==> src/rtl/tsc_pkg.sv <==
package tsc_pkg;
   localparam logic [7:0] A_CTRL = 8'h00;
   localparam logic [7:0] A_IEN  = 8'h01;
   localparam logic [7:0] A_SBYM = 8'h02;
   localparam logic [7:0] A_STS  = 8'h03;
   localparam logic [7:0] A_TCH  = 8'h04;
   localparam logic [7:0] A_RELF = 8'h05;
   localparam logic [7:0] A_PROD = 8'hFD;
   localparam logic [7:0] A_VEND = 8'hFE;
   localparam logic [7:0] A_REV  = 8'hFF;

   localparam int B_SBY = 5;
   localparam int B_DS  = 4;
   localparam int B_INT = 0;

   typedef struct packed {
      logic sby;
      logic ds;
      logic irq;
      logic wake;
   } pwr_state_t;
endpackage

==> src/rtl/tsc_ctrl_reg.sv <==
module tsc_ctrl_reg
   import tsc_pkg::*;
#(
   parameter int NCH    = 6,
   parameter int AW     = 8,
   parameter int DW     = 8,
   parameter logic [NCH-1:0] IEN_RST = '1
) (
   input  logic           clk,
   input  logic           rst_n,
   input  logic [AW-1:0]  addr,
   input  logic [DW-1:0]  wdata,
   input  logic           wr_en,
   input  logic           bus_act,
   input  logic           hit,
   output pwr_state_t     pst,
   output logic           int_clr,
   output logic [NCH-1:0] ien,
   output logic [NCH-1:0] sbym
);
   logic wr_ctrl;
   assign wr_ctrl = wr_en && (addr == AW'(A_CTRL));
   assign int_clr = wr_ctrl && !wdata[B_INT];

   always_ff @(posedge clk) begin
      if (!rst_n) begin
         pst  <= '0;
         ien  <= IEN_RST;
         sbym <= '0;
      end else begin
         if (wr_ctrl) begin
            pst.sby <= wdata[B_SBY];
            pst.ds  <= wdata[B_DS];
         end else if (bus_act) begin
            pst.ds <= 1'b0;
         end
         if (wr_en && addr == AW'(A_IEN))  ien  <= wdata[NCH-1:0];
         if (wr_en && addr == AW'(A_SBYM)) sbym <= wdata[NCH-1:0];
         if (pst.ds) begin
            pst.irq  <= 1'b0;
            pst.wake <= 1'b0;
         end else begin
            if (hit)          pst.irq <= 1'b1;
            else if (int_clr) pst.irq <= 1'b0;
            if (hit && pst.sby) pst.wake <= 1'b1;
            else if (int_clr)   pst.wake <= 1'b0;
         end
      end
   end

   p_int_wr1_r9: assert property (@(posedge clk) disable iff (!rst_n)
      (wr_ctrl && wdata[B_INT] && !hit && !pst.irq) |=> !pst.irq);
   p_sleep_quiet_r11: assert property (@(posedge clk) disable iff (!rst_n)
      pst.ds |=> (!pst.irq && !pst.wake));
   p_busact_wake_r12: assert property (@(posedge clk) disable iff (!rst_n)
      (bus_act && !wr_ctrl) |=> !pst.ds);
   p_set_wins_r13: assert property (@(posedge clk) disable iff (!rst_n)
      (hit && !pst.ds) |=> pst.irq);
endmodule

==> src/rtl/tsc_chan_bank.sv <==
module tsc_chan_bank #(
   parameter int NCH = 6
) (
   input  logic           clk,
   input  logic           rst_n,
   input  logic [NCH-1:0] scan,
   input  logic [NCH-1:0] touch_evt,
   input  logic [NCH-1:0] rel_evt,
   input  logic [NCH-1:0] ien,
   input  logic           sleep,
   input  logic           int_clr,
   output logic [NCH-1:0] touched,
   output logic [NCH-1:0] status,
   output logic [NCH-1:0] relf,
   output logic           hit
);
   logic [NCH-1:0] scan_q;
   logic [NCH-1:0] acc_t;
   logic [NCH-1:0] acc_r;
   logic [NCH-1:0] drop;

   for (genvar i = 0; i < NCH; i++) begin : g_ch
      assign acc_t[i] = touch_evt[i] && scan[i];
      assign drop[i]  = scan_q[i] && !scan[i] && touched[i];
      assign acc_r[i] = (rel_evt[i] && scan[i]) || drop[i];

      always_ff @(posedge clk) begin
         if (!rst_n) begin
            touched[i] <= 1'b0;
            status[i]  <= 1'b0;
            relf[i]    <= 1'b0;
            scan_q[i]  <= 1'b1;
         end else begin
            scan_q[i] <= scan[i];
            if (sleep) begin
               touched[i] <= 1'b0;
               status[i]  <= 1'b0;
               relf[i]    <= 1'b0;
            end else begin
               if (!scan[i])      touched[i] <= 1'b0;
               else if (acc_t[i]) touched[i] <= 1'b1;
               else if (acc_r[i]) touched[i] <= 1'b0;
               if (acc_t[i])                     status[i] <= 1'b1;
               else if (int_clr && !touched[i])  status[i] <= 1'b0;
               if (acc_r[i])     relf[i] <= 1'b1;
               else if (int_clr) relf[i] <= 1'b0;
            end
         end
      end

      p_dropout_rel_r6: assert property (@(posedge clk) disable iff (!rst_n)
         (drop[i] && !sleep) |=> (!touched[i] && relf[i]));
      p_unscanned_idle_r6: assert property (@(posedge clk) disable iff (!rst_n)
         !scan[i] |=> !touched[i]);
      p_sticky_r7: assert property (@(posedge clk) disable iff (!rst_n)
         (status[i] && !sleep && !int_clr) |=> status[i]);
   end

   assign hit = |(acc_t & ien);

   p_sleep_clear_r11: assert property (@(posedge clk) disable iff (!rst_n)
      sleep |=> (status == '0 && relf == '0 && touched == '0));
endmodule

==> src/rtl/tsc_rd_mux.sv <==
module tsc_rd_mux
   import tsc_pkg::*;
#(
   parameter int NCH = 6,
   parameter int AW  = 8,
   parameter int DW  = 8,
   parameter logic [7:0] PROD_ID = 8'h3C,
   parameter logic [7:0] VEND_ID = 8'h5A,
   parameter logic [7:0] REV_ID  = 8'h01
) (
   input  logic [AW-1:0]  addr,
   input  pwr_state_t     pst,
   input  logic [NCH-1:0] ien,
   input  logic [NCH-1:0] sbym,
   input  logic [NCH-1:0] status,
   input  logic [NCH-1:0] touched,
   input  logic [NCH-1:0] relf,
   output logic [DW-1:0]  rdata
);
   logic [DW-1:0] ctrl_word;

   always_comb begin
      ctrl_word          = '0;
      ctrl_word[B_SBY]   = pst.sby;
      ctrl_word[B_DS]    = pst.ds;
      ctrl_word[B_INT]   = pst.irq;
   end

   always_comb begin
      rdata = '0;
      if (addr == AW'(A_CTRL))      rdata = ctrl_word;
      else if (addr == AW'(A_IEN))  rdata = DW'(ien);
      else if (addr == AW'(A_SBYM)) rdata = DW'(sbym);
      else if (addr == AW'(A_STS))  rdata = DW'(status);
      else if (addr == AW'(A_TCH))  rdata = DW'(touched);
      else if (addr == AW'(A_RELF)) rdata = DW'(relf);
      else if (addr == AW'(A_PROD)) rdata = DW'(PROD_ID);
      else if (addr == AW'(A_VEND)) rdata = DW'(VEND_ID);
      else if (addr == AW'(A_REV))  rdata = DW'(REV_ID);
   end
endmodule

==> src/rtl/tsc_regctl.sv <==
module tsc_regctl
   import tsc_pkg::*;
#(
   parameter int NCH = 6,
   parameter int AW  = 8,
   parameter int DW  = 8,
   parameter logic [NCH-1:0] IEN_RST = '1,
   parameter logic [7:0] PROD_ID = 8'h3C,
   parameter logic [7:0] VEND_ID = 8'h5A,
   parameter logic [7:0] REV_ID  = 8'h01
) (
   input  logic           clk,
   input  logic           rst_n,
   input  logic [AW-1:0]  addr,
   input  logic [DW-1:0]  wdata,
   input  logic           wr_en,
   input  logic           bus_act,
   output logic [DW-1:0]  rdata,
   input  logic [NCH-1:0] touch_evt,
   input  logic [NCH-1:0] rel_evt,
   output logic [NCH-1:0] scan_en,
   output logic           alert_n,
   output logic           wake
);
   if (NCH < 1 || NCH > DW) begin : g_bad_nch
      $error("NCH must lie in 1..DW");
   end
   if (AW < 8) begin : g_bad_aw
      $error("AW must be at least 8");
   end
   if (DW < 8) begin : g_bad_dw
      $error("DW must be at least 8");
   end

   pwr_state_t     pst;
   logic           int_clr;
   logic           hit;
   logic [NCH-1:0] ien, sbym, status, touched, relf;

   always_comb begin
      if (pst.ds)       scan_en = '0;
      else if (pst.sby) scan_en = sbym;
      else              scan_en = '1;
   end

   tsc_ctrl_reg #(.NCH(NCH), .AW(AW), .DW(DW), .IEN_RST(IEN_RST)) u_ctrl (
      .clk(clk), .rst_n(rst_n), .addr(addr), .wdata(wdata), .wr_en(wr_en),
      .bus_act(bus_act), .hit(hit), .pst(pst), .int_clr(int_clr),
      .ien(ien), .sbym(sbym));

   tsc_chan_bank #(.NCH(NCH)) u_bank (
      .clk(clk), .rst_n(rst_n), .scan(scan_en), .touch_evt(touch_evt),
      .rel_evt(rel_evt), .ien(ien), .sleep(pst.ds), .int_clr(int_clr),
      .touched(touched), .status(status), .relf(relf), .hit(hit));

   tsc_rd_mux #(.NCH(NCH), .AW(AW), .DW(DW), .PROD_ID(PROD_ID),
                .VEND_ID(VEND_ID), .REV_ID(REV_ID)) u_rd (
      .addr(addr), .pst(pst), .ien(ien), .sbym(sbym), .status(status),
      .touched(touched), .relf(relf), .rdata(rdata));

   assign alert_n = !pst.irq;
   assign wake    = pst.wake;

   p_alert_on_touch_r8: assert property (@(posedge clk) disable iff (!rst_n)
      (|(touch_evt & scan_en & ien)) |=> !alert_n);
   p_sleep_no_scan_r5: assert property (@(posedge clk) disable iff (!rst_n)
      (wr_en && addr == AW'(A_CTRL) && wdata[B_DS]) |=> (scan_en == '0));
   p_ack_release_r9: assert property (@(posedge clk) disable iff (!rst_n)
      (int_clr && !hit) |=> (alert_n && !wake));
endmodule

==> config.mk <==
export PLATFORM = sky130hd
export DESIGN_NAME = tsc_regctl
export DESIGN_NICKNAME = d
export VERILOG_FILES = /design/src/rtl/tsc_pkg.sv /design/src/rtl/tsc_ctrl_reg.sv /design/src/rtl/tsc_chan_bank.sv /design/src/rtl/tsc_rd_mux.sv /design/src/rtl/tsc_regctl.sv
export SDC_FILE = /design/constraint.sdc
export NUM_CORES = 1
export LEC_CHECK = 0
export BUFFER_PORTS_ARGS = -buffer_cell sky130_fd_sc_hd__buf_2
export CORE_MARGIN = 1.5
export CORE_UTILIZATION = 53
export DETAILED_ROUTE_END_ITERATION = 10
export GPL_TIMING_DRIVEN = 0
export PLACE_DENSITY = 0.79
export SKIP_CTS_REPAIR_TIMING = 1
export SKIP_LAST_GASP = 1
export SLEW_MARGIN = 20
export SYNTH_ARGS = -nofsm -noshare
export SYNTH_HDL_FRONTEND = slang
export SYNTH_SLANG_ARGS = --single-unit
==> constraint.sdc <==
create_clock -name clk -period 2.96 [get_ports clk]
set_clock_uncertainty 0.1 [all_clocks]
set_input_delay 0.296 -clock clk [delete_from_list [all_inputs] [get_ports clk]]
set_output_delay 0.296 -clock clk [all_outputs]
set_load 0.01 [all_outputs]
==> results of run 1 <==
-- final cells by class --
class / instances / area, µm²
Clock buffer: 6 / 72.57
Fill cell: 330 / 1245
Timing Repair Buffer: 43 / 215.2
Sequential cell: 40 / 800.8
Inverter: 7 / 26.28
Buffer: 13 / 76.32
Tap cell: 48 / 60.06
Clock inverter: 2 / 35.03
Multi-Input combinational cell: 183 / 1157
-- worst register-to-register path, delay by kind of cell (launching register included) --
family | cells | cell delay (ps)
AND/OR/NAND/NOR | 2 | 400
AO/OA/AOI/OAI | 2 | 310
flip-flops | 1 | 540
buffers and inverters | 1 | 430
-- cells in the mapped netlist --
cell / instances
buf_4: 1
a32oi_1: 2
a22oi_1: 2
nor2_1: 15
a221oi_2: 1
a211oi_1: 5
and2_1: 5
a31oi_1: 3
nand3b_1: 1
mux2_2: 1
conb_1: 1
o21ai_0: 14
and3_1: 1
nor3_1: 6
nor2_2: 1
mux2i_1: 24
a221oi_1: 1
nor2b_1: 16
or4_1: 1
a2111oi_0: 1
nand3_1: 4
inv_1: 7
o22ai_1: 2
a21boi_0: 2
and4_1: 2
a21oi_1: 21
nor4_1: 1
or2_4: 1
o211a_1: 1
a41o_1: 1
buf_2: 1
nand2_1: 34
dfxtp_1: 40
nand2b_1: 2
or2_2: 1
or4b_4: 1
nand4_1: 2
o31ai_1: 1
mux4_2: 2
buf_6: 3
o221ai_1: 1
o21ai_2: 3
clkbuf_1: 8
-- state kept, by name, summed over array words and instances (netlist names) --
name	count
u_bank.relf	6
u_bank.scan_q	6
u_bank.status	6
u_bank.touched	6
u_ctrl.ien	6
u_ctrl.pst	4
u_ctrl.sbym	6
-- layer usage --
metal / up-vias / track usage [%]
met3: 8 / 6.336
met5: - / 0
li1: 961 / -
met1: 901 / 38.00
met2: 73 / 40.05
met4: 0 / 9.375
-- through the flow --
step           std cells  hold WS [ps]
2_1_floorplan        243         269.7
3_3_place_gp         334         343.8
3_5_place_dp         334         343.4
4_1_cts              342         102.9
5_1_grt              342         105.0
6_report             342         108.7
-- cells by family (layout without fill, tap and decap cells) --
family / after synthesis / after routing / synth area share [%]
muxes: 27 / 27 / 14.39
and+or+nand+nor: 94 / 94 / 22.83
other: 1 / 1 / 0.1820
AOI/OAI and AO/OA: 61 / 61 / 18.76
DFF: 40 / 40 / 38.86
buffers and inverters: 20 / 71 / 4.979
-- path summary, 6_finish.rpt --
path,from,to,slack (ps)
worst max-delay path,addr[0],rdata[0],380
worst min-delay path,rst_n,u_bank.scan_q[5],110
worst max register to register,u_ctrl.pst[2],u_ctrl.pst[1],1080
worst min register to register,u_ctrl.pst[0],u_ctrl.pst[0],350
-- power groups by stage --
| stage | Clock (W) | Combinational [W] | Sequential [W] |
|---|---|---|---|
| 2_1_floorplan | 0 | 0.0000805 | 0.000578 |
| 3_3_place_gp | 0 | 0.000124 | 0.000582 |
| 3_5_place_dp | 0 | 0.000127 | 0.000582 |
| 4_1_cts | 0.000449 | 0.000127 | 0.000569 |
| 5_1_grt | 0.000474 | 0.000141 | 0.000571 |
| 6_report | 0.000441 | 0.000128 | 0.000569 |
==> results.cfg, run 1 <==
[outcome]
status = completed

[placement]
pre_cts_ws_ps = 445.5
gp_congestion = 0.9515
port_buffers = 43
place_area_um2 = 2336
dp_hpwl_um = 3852

[sta]
setup_viol = 0
final_hold_viol_count = 0
max_clock_freq_mhz = 387.5
setup_tns_ps = 0
rsz0062_at_grt = no
finalCritPeriodShare_pct = 87.19
period_minus_slack_ps = 2581
slew_headroom_pct = 60.74
drv_slew = 0
tightest_slew_ps = 588.9
finalWorstSetupSlack_ps = 379.1

[synth]
seq_area_frac_synth_pct = 38.86
synth.area.top_cells = dfxtp_1, mux2i_1, nand2_1, a21oi_1, nor2b_1
yosys_warnings = 0
syn_nets = 275
synth_top_area_cell = dfxtp_1
syn_area_per_cell_um2 = 8.480
netlist_area_um2 = 2061
synth_top_area_share_pct = 38.86
syn_inst = 243
synth_cell_types = 43
synth-seq-cells = 40

[critical_path]
crit_fanout = 10
cp_cell_sequence = buf_2, clkbuf_1, clkbuf_1, mux2i_1, o21ai_0, a32oi_1, nor2_1, buf_2
cp-start-kind = input pin
critPathRequiredTime_ps = 2560
worstSetupPathType = input pin to output pin
path_delay_family = buffers and inverters
slowest_delay_ps = 530
worst_path_max_delay_cell = clkbuf_1
cp_num_buf_inv = 4
cp.depth = 8
critPathCaptureType = output pin
worstPathArrival_ps = 2180
reg2reg_depth = 5

[pwr]
sw_frac_of_total_pct = 24.11
power.total_w = 0.001138
p_sw_w = 0.0002745
seq_power_share_pct = 50.0
irDropWorstVdd_uv = 333.1
intPower_w = 0.0008639
leakage_nw = 1.142
clockPowerShare_pct = 38.7
combPwrFrac_pct = 11.3
p_per_area_nw_per_um2 = 465.8

[finish]
n_antenna_cell = 0
stdcell_area_um2 = 2444
mostFrequentLayoutCell = buf_2
final_util_pct = 66.25
drive_gt1_share_pct = 22.45
final_nets = 325
layout_common_cells = buf_2, dfxtp_1, nand2_1
areaGrowthSynthToFinish_pct = 18.58

[floorplan]
fp.dieArea_um2 = 4271
rows = 22
io_pins = 48
core_region_area_um2 = 3689
die_w_um = 65.36
start_util_pct = 55.87
die_height_um = 65.36

[global_route]
grt_pass1_vias = 1717
grt_use_total_pct = 26.85
overflow = 0
grt_max_degree = 13
grt_pass1_wl_um = 8549
antenna_found_initial = 0

[clocking]
cts.sinks = 40
ctsHtreeMaxLevel = 2
worstSkewPairLatency_ps = 300
numCtsBuffers = 5
cts_root_buf = clkbuf_8
cts_tree = built
clock_path_buffers = 2
clk_pin_slew_ps = 80

[drt]
wl_met3_um = 375
vias_per_cell = 5.681
wl_per_cell_um = 15.66
route.detailed.drc = 0
first_pass_iters = 4
vias = 1943
wl_um = 5356
antenna_left = 0
wl_met1_um = 2515
maxUsedRoutingLayer = met4
drtIter0Drc = 166
wl_met2_um = 2386

[run]
cap_violations = 0

[min_path]
hold_class = input pin to register
hold_path_depth = 2
Power figures use the tool's default switching activity.
==> inputs of run 2 (changes only) <==
==> constraint.sdc (replaced) <==
create_clock -name clk -period 2.96 [get_ports clk]
set_clock_uncertainty 0.1 [all_clocks]
set_input_delay 0.592 -clock clk [delete_from_list [all_inputs] [get_ports clk]]
set_output_delay 0.592 -clock clk [all_outputs]
set_load 0.01 [all_outputs]
==> run 2 against run 1 <==
Non-clock buffer count up 4. Power rose by 0.39%. Largest cell class unchanged. Via count increased by 1.1%. Largest power group unchanged. Highest routed layer unchanged. Worst hold slack better by 240 ps. Clock-buffer cell count is the same. First-iteration DRC count shrank 3.0%. Sequential power hardly changed. Design area up 1.9%.
==> results.cfg, run 2 (synthesis gave the netlist of run 1 again) <==
[critical_path]
worstPathArrival_ps = 2230
cp_cell_sequence = buf_2, or4_1, buf_2, nor2_4, and4_1, a21oi_1, o221ai_1, buf_2
worst_path_max_delay_cell = or4_1
worstSetupPathType = input pin to output pin
critPathCaptureType = output pin
cp-start-kind = input pin
crit_fanout = 6
path_common_cell = buf_2
regToRegSetupSlack_ps = 1070
slowest_delay_ps = 530
critPathRequiredTime_ps = 2270

[finish]
multi_input_area_um2 = 1170
final.fill_count = 324
mostFrequentLayoutCell = buf_2
final_nets = 329
regArea_um2 = 800.8
drive_gt1_share_pct = 24.50
fin_cells = 346
layout_common_cells = buf_2, dfxtp_1, nand2_1
final_util_pct = 67.54
n_antenna_cell = 0
areaGrowthSynthToFinish_pct = 20.89

[global_route]
grt_pass1_wl_um = 8549
grt_max_degree = 13
grt_pass1_vias = 1717
overflow = 0
grt_use_total_pct = 26.85
antenna_found_initial = 0

[clocking]
clock_path_buffers = 2
clk_pin_slew_ps = 80
cts_tree = built
cts_root_buf = clkbuf_8
cts.sinks = 40
ctsHtreeMaxLevel = 2
numCtsBuffers = 5
worstSkewPairLatency_ps = 300

[sta]
period_minus_slack_ps = 2921
final_hold_viol_count = 0
finalCritPeriodShare_pct = 98.68
tightest_slew_ps = 556.0
slew_headroom_pct = 62.93
max_clock_freq_mhz = 342.4
drv_slew = 0
setup_viol = 0

[floorplan]
io_pins = 48
start_util_pct = 55.87
rows = 22
die_height_um = 65.36
core_region_area_um2 = 3689
die_w_um = 65.36
fp.dieArea_um2 = 4271

[placement]
port_buffers = 43
placedCellCount = 334
gp_congestion = 0.9515
dp_hpwl_um = 3852

[drt]
first_pass_iters = 4
route.detailed.drc = 0
wl_per_cell_um = 15.68
vias_per_cell = 5.676
antenna_left = 0
drtIter0Drc = 161
vias = 1964
wl_um = 5424

[run]
cap_violations = 0

[pwr]
irDropWorstVdd_uv = 333.7
leakage_nw = 1.170
p_per_area_nw_per_um2 = 458.7

[min_path]
hold_class = register to register

[outcome]
status = completed
-- run 2: cell count changes in the layout (fill, tap and decap cells not counted) --
cell      delta
buf_4        +5
clkbuf_1     -2
clkbuf_2     +1
nor2_1       -1
nor2_2       -1
nor2_4       +2
-- run 2: layer usage --
| metal | track usage (%) | part of all wire, % |
|---|---|---|
| met5 | 0 | 0 |
| met4 | 9.375 | 1.5 |
| met3 | 6.336 | 7.2 |
| met2 | 40.05 | 45 |
| met1 | 38.00 | 46 |
-- run 2: cell type report --
class                           count  share of cell area (%)
Clock buffer                        6                   2.913
Multi-Input combinational cell    183                   46.96
Sequential cell                    40                   32.14
Inverter                            7                   1.055
Timing Repair Buffer               48                   10.15
Clock inverter                      2                   1.406
Buffer                             12                   2.963
Tap cell                           48                   2.411
-- run 2: final timing paths --
kind                 startpoint             to  depth (start not counted)
setup / recovery        addr[5]       rdata[3]                          8
hold / removal    u_ctrl.pst[0]  u_ctrl.pst[0]                          2
setup reg to reg  u_ctrl.pst[2]  u_ctrl.pst[1]                          5
hold reg to reg   u_ctrl.pst[0]  u_ctrl.pst[0]                          2
-- run 2: power by group --
| group | internal (W) | switching (W) | leakage [nW] |
|---|---|---|---|
| Combinational | 0.0000588 | 0.0000721 | 0.786 |
| Clock | 0.000250 | 0.000192 | 0.0552 |
| Sequential | 0.000556 | 0.0000132 | 0.329 |
-- run 2: per-stage QoR --
| stage | total power (W) | area (µm²) | hold WS [ps] | setup slack (ps) | TNS (ps) |
|---|---|---|---|---|---|
| CTS | 0.001145 | 2444 | 354.6 | -167.4 | -573.7 |
| finish | 0.001143 | 2491 | 350.9 | 39.08 | 0 |
| detailed placement | 0.0007085 | 2336 | 343.4 | -146.5 | -492.6 |
| floorplan | 0.0006583 | 2061 | 330.3 | 234.4 | 0 |
| global placement | 0.0007061 | 2336 | 343.8 | -136.8 | -374.1 |
| global route | 0.001189 | 2491 | 378.2 | -9.871 | -9.871 |
-- run 2: critical path, delay by kind of cell --
| family | cells | cell delay (ps) |
|---|---|---|
| AOI/OAI and AO/OA | 2 | 260 |
| and+or+nand+nor | 3 | 900 |
| buffers and inverters | 3 | 470 |
==> inputs of run 3 (changes only) <==
--- a/config.mk
+++ b/config.mk
@@ -11,6 +11,7 @@
 export DETAILED_ROUTE_END_ITERATION = 10
 export GPL_TIMING_DRIVEN = 0
 export PLACE_DENSITY = 0.79
+export SETUP_SLACK_MARGIN = 0.5
 export SKIP_CTS_REPAIR_TIMING = 1
 export SKIP_LAST_GASP = 1
 export SLEW_MARGIN = 20
==> run 3 against run 2 <==
Worst setup slack improved by 65 ps. Die area unchanged. Combinational power increased by 8%. Cell count increased by 1.7%. Sequential power about the same. Global-route usage increased by 1.7 points. Worst hold slack improved by 12 ps. Wire length increased by 8.8%.
==> results.cfg, run 3 (synthesis gave the netlist of run 1 again) <==
[critical_path]
cp.depth = 8
cp_cell_sequence = buf_6, or4_4, buf_6, nor2_4, and4_1, a21oi_2, o221ai_2, buf_2
crit_fanout = 6
path_delay_family = simple AND/OR/NAND/NOR gates
worstPathArrival_ps = 2160
worst_path_max_delay_cell = or4_4
cp_num_buf_inv = 3
worstSetupPathType = input pin to output pin
critPathRequiredTime_ps = 2270
path_common_cell = buf_6
cp-start-kind = input pin
slowest_delay_ps = 530
critPathCaptureType = output pin
reg2reg_depth = 5

[pwr]
p_per_area_nw_per_um2 = 420.9
irDropWorstVdd_uv = 370.3
power.total_w = 0.001091
leakage_nw = 1.223

[clocking]
worstSkewPairLatency_ps = 300
cts.sinks = 40
clk_pin_slew_ps = 70
ctsHtreeMaxLevel = 2
cts_tree = built
clock_path_buffers = 2
cts_root_buf = clkbuf_8
numCtsBuffers = 5

[finish]
layout_common_cells = buf_2, dfxtp_1, nand2_1
final.fill_count = 314
final_nets = 335
multi_input_area_um2 = 1201
drive_gt1_share_pct = 28.62
mostFrequentLayoutCell = buf_2
areaGrowthSynthToFinish_pct = 25.74
regArea_um2 = 800.8
n_antenna_cell = 0

[sta]
setup_viol = 0
slew_headroom_pct = 61.44
final_hold_viol_count = 0
setup_tns_ps = 0
tightest_slew_ps = 576.3
period_minus_slack_ps = 2856
finalCritPeriodShare_pct = 96.48
drv_slew = 0
max_clock_freq_mhz = 350.2
rsz0062_at_grt = yes

[min_path]
hold_path_depth = 2
hold_class = register to register

[floorplan]
die_w_um = 65.36
start_util_pct = 55.87
io_pins = 48
rows = 22
fp.dieArea_um2 = 4271
die_height_um = 65.36
core_region_area_um2 = 3689

[global_route]
antenna_found_initial = 0
grt_max_degree = 12
grt_pass1_vias = 1928
grt_use_total_pct = 28.52
grt_pass1_wl_um = 9101
overflow = 0

[drt]
wl_per_cell_um = 16.76
drtIter0Drc = 189
antenna_left = 0
route.detailed.drc = 0
vias_per_cell = 5.938
wl_um = 5901
vias = 2090
first_pass_iters = 4

[run]
cap_violations = 0

[placement]
port_buffers = 43
dp_hpwl_um = 3966
gp_congestion = 0.9385

[outcome]
status = completed
-- run 3: worst reg2reg max path, cell delays in order, from the launching register on --
cell and delay (ps):
dfxtp_1 530, clkbuf_1 450, nor3_1 170, a31oi_1 280
and4_1 230, a21oi_1 60
-- run 3: worst paths after layout --
check / startpoint / endpoint / slack (ps)
worst max-delay path: addr[6] / rdata[3] / 100
worst min-delay path: u_ctrl.pst[0] / u_ctrl.pst[0] / 360
worst max register to register: u_ctrl.pst[2] / u_ctrl.pst[1] / 1030
worst min register to register: u_ctrl.pst[0] / u_ctrl.pst[0] / 360
-- run 3: power breakdown --
| group | switching (W) | internal (W) |
|---|---|---|
| sequential | 0.0000138 | 0.000556 |
| combinational | 0.0000780 | 0.0000640 |
| clock | 0.000189 | 0.000190 |
-- run 3: metrics by stage --
stage | std cells | area, µm² | util [%] | hold WS [ps] | setup WS, ps
final | 352 | 2591 | 70.25 | 363.3 | 104.2
after global routing | 352 | 2591 | 70.25 | 382.1 | 52.43
after CTS | 342 | 2467 | 66.89 | 364.5 | 4.431
after detailed placement | 334 | 2377 | 64.45 | 354.8 | 16.21
after global placement | 334 | 2377 | 64.45 | 344.3 | 32.25
after floorplan | 243 | 2102 | - | 330.3 | 414.2
-- run 3: final cells by class --
type,instances,share of cell area [%]
Timing Repair Buffer,53,12.12
Inverter,7,1.014
Sequential cell,40,30.90
Multi-Input combinational cell,183,46.35
Buffer,13,3.815
Tap cell,48,2.318
Clock buffer,8,3.477
-- run 3: per-layer routing --
metal	share of wire (%)	global-route usage [%]	wire [µm]
met1	44	39.78	2604
met2	44	41.45	2596
met3	9.4	6.678	554
met4	2.5	13.54	146
met5	0	0	0
